$ cat config.mk
export PLATFORM = sky130hd
export DESIGN_NAME = edge_mask_gen
export DESIGN_NICKNAME = d
export VERILOG_FILES = /design/src/rtl/edge_mask_gen.sv
export SDC_FILE = /design/constraint.sdc
export NUM_CORES = 1
export LEC_CHECK = 0
export BUFFER_PORTS_ARGS = -buffer_cell sky130_fd_sc_hd__buf_2
export CAP_MARGIN = 25
export CORE_MARGIN = 2
export CORE_UTILIZATION = 54
export CTS_CLUSTER_DIAMETER = 30
export DETAILED_ROUTE_END_ITERATION = 10
export GPL_TIMING_DRIVEN = 0
export PLACE_DENSITY = 0.83
export SLEW_MARGIN = 15
export SYNTH_ARGS = -nofsm -noshare
export SYNTH_HDL_FRONTEND = slang
export SYNTH_SLANG_ARGS = --single-unit
$ cat constraint.sdc
create_clock -name clk -period 4.4 [get_ports clk]
set_input_delay 0 -clock clk [delete_from_list [all_inputs] [get_ports clk]]
set_output_delay 0 -clock clk [all_outputs]
set_load 0.03 [all_outputs]
$ cat src/rtl/edge_mask_gen.sv
module edge_mask_gen #(
  parameter int AW = 64
) (
  input  logic          clk,
  input  logic          rst_n,
  input  logic          in_valid,
  input  logic [3:0]    op,
  input  logic          addr32,
  input  logic [AW-1:0] addr_a,
  input  logic [AW-1:0] addr_b,
  output logic          out_valid,
  output logic [AW-1:0] mask_out,
  output logic          flags_valid,
  output logic [3:0]    flags32,
  output logic [3:0]    flags64
);
  localparam int HW = AW / 2;

  logic [AW-1:0] a_eff, b_eff;
  logic [7:0]    left, right, mask8;
  logic [3:0]    l4, r4;
  logic [1:0]    l2, r2;
  logic          le, same_blk;
  logic [1:0]    size;

  assign a_eff    = addr32 ? {{HW{1'b0}}, addr_a[HW-1:0]} : addr_a;
  assign b_eff    = addr32 ? {{HW{1'b0}}, addr_b[HW-1:0]} : addr_b;
  assign size     = (op[3:2] == 2'b11) ? 2'b00 : op[3:2];
  assign le       = (op[3:2] == 2'b11) ? 1'b0 : op[1];
  assign same_blk = (a_eff[AW-1:3] == b_eff[AW-1:3]);

  always_comb begin
    l4 = 4'h0; r4 = 4'h0; l2 = 2'h0; r2 = 2'h0;
    left = 8'h00; right = 8'h00;
    case (size)
      2'b01: begin
        if (le) begin
          l4 = 4'hF << a_eff[2:1];
          r4 = 4'hF >> (2'd3 - b_eff[2:1]);
        end else begin
          l4 = 4'hF >> a_eff[2:1];
          r4 = 4'hF << (2'd3 - b_eff[2:1]);
        end
        left  = {4'h0, l4};
        right = {4'h0, r4};
      end
      2'b10: begin
        if (le) begin
          l2 = a_eff[2] ? 2'b10 : 2'b11;
          r2 = b_eff[2] ? 2'b11 : 2'b01;
        end else begin
          l2 = a_eff[2] ? 2'b01 : 2'b11;
          r2 = b_eff[2] ? 2'b11 : 2'b10;
        end
        left  = {6'h0, l2};
        right = {6'h0, r2};
      end
      default: begin
        if (le) begin
          left  = 8'hFF << a_eff[2:0];
          right = 8'hFF >> (3'd7 - b_eff[2:0]);
        end else begin
          left  = 8'hFF >> a_eff[2:0];
          right = 8'hFF << (3'd7 - b_eff[2:0]);
        end
      end
    endcase
  end

  assign mask8 = same_blk ? (left & right) : left;

  logic [AW-1:0] diff64;
  logic [HW-1:0] diff32;
  logic [3:0]    f64, f32;

  assign diff64 = addr_a - addr_b;
  assign diff32 = addr_a[HW-1:0] - addr_b[HW-1:0];
  assign f64 = {diff64[AW-1], diff64 == '0,
                (addr_a[AW-1] ^ addr_b[AW-1]) & (diff64[AW-1] ^ addr_a[AW-1]),
                addr_a < addr_b};
  assign f32 = {diff32[HW-1], diff32 == '0,
                (addr_a[HW-1] ^ addr_b[HW-1]) & (diff32[HW-1] ^ addr_a[HW-1]),
                addr_a[HW-1:0] < addr_b[HW-1:0]};

  always_ff @(posedge clk) begin
    if (!rst_n) begin
      out_valid   <= 1'b0;
      flags_valid <= 1'b0;
      mask_out    <= '0;
      flags32     <= 4'h0;
      flags64     <= 4'h0;
    end else begin
      out_valid   <= in_valid;
      flags_valid <= in_valid & ~op[0];
      if (in_valid) begin
        mask_out <= {{(AW-8){1'b0}}, mask8};
        flags32  <= op[0] ? 4'h0 : f32;
        flags64  <= op[0] ? 4'h0 : f64;
      end
    end
  end

  AST_VALID_LATENCY: assert property (@(posedge clk) disable iff (!rst_n)
    in_valid |=> out_valid);
  AST_IDLE_QUIET: assert property (@(posedge clk) disable iff (!rst_n)
    !in_valid |=> !out_valid && !flags_valid);
  AST_NOCC_SILENT: assert property (@(posedge clk) disable iff (!rst_n)
    (in_valid && op[0]) |=> (!flags_valid && flags32 == 4'h0 && flags64 == 4'h0));
  AST_CC_STROBE: assert property (@(posedge clk) disable iff (!rst_n)
    (in_valid && !op[0]) |=> flags_valid);
  AST_ZERO_FLAG: assert property (@(posedge clk) disable iff (!rst_n)
    (in_valid && !op[0]) |=> (flags64[2] == ($past(addr_a) == $past(addr_b))));
  AST_WORD_MASK_WIDTH: assert property (@(posedge clk) disable iff (!rst_n)
    (in_valid && op[3:2] == 2'b10) |=> (mask_out[AW-1:2] == '0));
  AST_HALF_MASK_WIDTH: assert property (@(posedge clk) disable iff (!rst_n)
    (in_valid && op[3:2] == 2'b01) |=> (mask_out[AW-1:4] == '0));
endmodule

==> key figures <==
Critical path
  – Critical path's most frequent cell: a21oi_1
  – Critical path peak fanout: 8
  – RR Endpoint: flags32[2]
  – CP Cell Sequence: buf_2, ha_1, clkbuf_1, a21oi_1, o21ai_1, a221oi_1, o21bai_1, o211ai_1, a21oi_1, or3_1, a2111oi_0, o2111ai_1, nor3_1, a22o_1
  – Buffers and inverters on the worst path: 2
  – R2R Setup Slk: 3.66 ns
  – Reg2reg path depth: 2
  – RR Startpoint: flags32[2]
  – Crit Path Category: input pin to flop
  – Largest delay share family, worst path: compound AO/OA/AOI/OAI gates
  – Critical Path End Type: flop
  – Critical Path RT: 4.60 ns
  – Crit path DAT: around 4 ns
  – CP max stage delay: 0.59 ns
  – Crit path max-delay cell type: a2111oi_0
  – Startpoint types: input pin

Floorplanning
  – Initial Util: between 50% and 60%
  – Total die area: 0.0136 mm²
  – Row count: 41
  – Die width: 117 µm
  – Core ar.: 0.0125 mm²
  – DIE HEIGHT: around 120 µm
  – I/O pins: 210

Synthesis
  – Syn avg cell area: 6.54 µm²
  – Sequential area share after synthesis: 5.26%
  – Top-area cell type share of the netlist area: 12.2%
  – FF+latch count, synth: 18
  – Synth top area cells: ha_1 (12%), a21oi_1 (7.7%), xnor2_1 (6.4%), buf_4 (6.1%), o21ai_0 (5.8%)
  – Post-Syn Area: ~0.007 mm²
  – Synth Instances: 1048
  – Number of flops mapped to enable cells by yosys: 0
  – Synth warn: 0
  – Top FF cell, synth: dfxtp_1
  – Asr flop ratio synth: 0%
  – Distinct cells, synth: slightly below 80
  – Synth area leader: ha_1

Clocking
  – CTS buffer count: 3
  – Clock sinks: 18
  – Cts hold-fix bufs: 0
  – CTS tree: done
  – CTS Buffer Depth: 2
  – H-tree depth: 1
  – Clock transition at path regs: about 0.05 ns
  – Skew-Pair Late Insertion Delay: 0.25 ns
  – Post_cts resized: 0
  – Setup Buffers After CTS: 0
  – Clock root cell: clkbuf_16

Flow run
  – Max Cap Viol: 0

Global routing
  – Top Usage Layer GRT: met2
  – Global routing met1 resource utilization: 47.1%
  – Initial antenna violation count: 0
  – Met2 Usage GRT: 53.1%
  – Pin count of the biggest net entering global routing: 11
  – Gr usage total: between 30% and 40%
  – Vias in the first global route: 7470
  – First-pass GRT wire length: 36.4 mm
  – Met3 global-route usage: 4.57%
  – Total gr overflow: 0

Worst hold path
  – Hold Path End: flags64[1]
  – Worst min path class: input pin to flop
  – Hold path depth: 2
  – Hold Crit Start: op[0]

STA
  – Worst slew margin: 45.2%
  – RSZ-0062 raised after global routing: no
  – Final setup viols: 0
  – Fmax achieved: ~260 MHz
  – Fin Setup TNS: 0 ns
  – Tmin final: 3.80 ns
  – Worst-margin pin slew: 0.801 ns
  – Final Hold Fails: 0
  – Min Hold Slack: 0.0215 ns
  – Final Max Slew Viols: 0
  – Post-route clock period utilization: 86.3%
  – Fin Clk Skew: 0 ns

Detailed routing
  – WL/cell: 16.5 µm
  – Vias: 8596
  – ANT nets after route: 0
  – Routed WL: 23.6 mm
  – DRT iter0 DRCs: 1055
  – Drt drc: 0
  – Iteration count of the initial detailed-routing pass: 6
  – Vias per cell: 6.01

Cells and area
  – Final layout net count: between 1000 and 1500
  – P&R area growth vs syn: 18.5%
  – ANT cells: 0
  – Share of layout cells above drive strength 1: 18.7%

Place
  – Port Buffers: 151
  – Post-DP HPWL: 20.0 mm
  – RD Place Congestion: approximately 0.99

Pwr
  – Total power: 1.47 mW
  – PwrDens: approximately 180 mW/mm²
  – Worst VDD drop: 0.126 mV
  – Leakage power: 3.82 nW

Status
  – Outcome: finished clean
[final cells by class]
type,count,area (µm²)
clock buffers,4,88.8
fillers,1234,4400
inverters,88,330
multi-input cells,884,5720
flip-flops and latches,18,360
well taps,172,215
repair buffers,151,756
plain buffers,113,647
[cell usage in the layout (no fill, tap or decap), drive strengths merged, types with 6 or more instances in the layout]
master   count
o211ai      10
a21boi       7
clkbuf      56
nor4        11
a21o        16
inv         88
a21oi      107
a31oi        8
mux2i        6
a22o         6
ha          67
nand4       48
nor2        71
o21ai       91
o21a        17
a211o       10
xnor2       50
nor2b       13
dfxtp       18
and3         9
o221ai       6
xor2        10
a2111oi     11
o21bai       9
nand3       17
nor3        22
or3          9
conb        56
nand2       95
or2          6
a22oi        9
a211oi      11
buf        212
[how the worst max path moves through the flow]
stage                    start         end  slack (ns)  depth (start not counted)
floorplan            addr_b[2]  flags64[2]        1.12                         14
global placement    addr_b[43]  flags64[2]        0.60                         15
detailed placement  addr_a[13]  flags64[2]        0.57                         14
CTS                 addr_a[13]  flags64[2]        0.79                         14
global route        addr_b[33]  flags64[2]        0.42                         16
finish              addr_a[13]  flags64[2]        0.60                         14
[metrics by stage]
step                utilization, %  worst slack (ns)  instance area, µm²  std cells
global route                  64.8             0.418                8120       1430
finish                        64.8             0.602                8120       1430
global placement              64.1             0.596                8030       1426
floorplan                        -              1.12                7060       1103
CTS                           64.8             0.794                8120       1430
detailed placement            64.1             0.572                8030       1426
[synthesized netlist by cell type, drive strengths merged, types with 10 or more instances]
library cell	n
nand4	48
a21oi	107
a211oi	11
ha	67
nor3	22
o211ai	10
buf	61
nand2	95
inv	88
nor2b	13
a21o	16
xor2	10
dfxtp	18
nor4	11
nor2	71
clkbuf	52
o21ai	91
a2111oi	11
xnor2	50
a211o	10
nand3	17
o21a	17
[flip-flops by register name, summed over array words and instances, names as in the netlist]
name,flops
flags64,4
flags32,4
flags_valid,1
mask_out,8
out_valid,1
[where the power goes]
group          internal, mW  switching, mW
clock network         0.139         0.0651
registers             0.172        0.00501
logic                 0.390          0.697
total                 0.701          0.767
[metal layers]
| metal | vias to the layer above | share of wire, % |
|---|---|---|
| li1 | 4164 | - |
| met3 | 44 | 11 |
| met1 | 3892 | 44 |
| met4 | 0 | 2.3 |
| met2 | 496 | 43 |
| met5 | - | 0 |
[cell families after synthesis]
group | count (synthesis) | share of synthesized area (%)
AOI/OAI and AO/OA | 369 | 35.9
DFF | 18 | 5.26
xor gates and xnor gates | 60 | 7.67
and+or+nand+nor | 325 | 23.5
muxes | 7 | 1.10
adders and majority gates | 67 | 12.2
buffers and inverters | 201 | 14.3
other | 1 | 0.0547
Note: power is estimated with default switching activity, not from simulation.
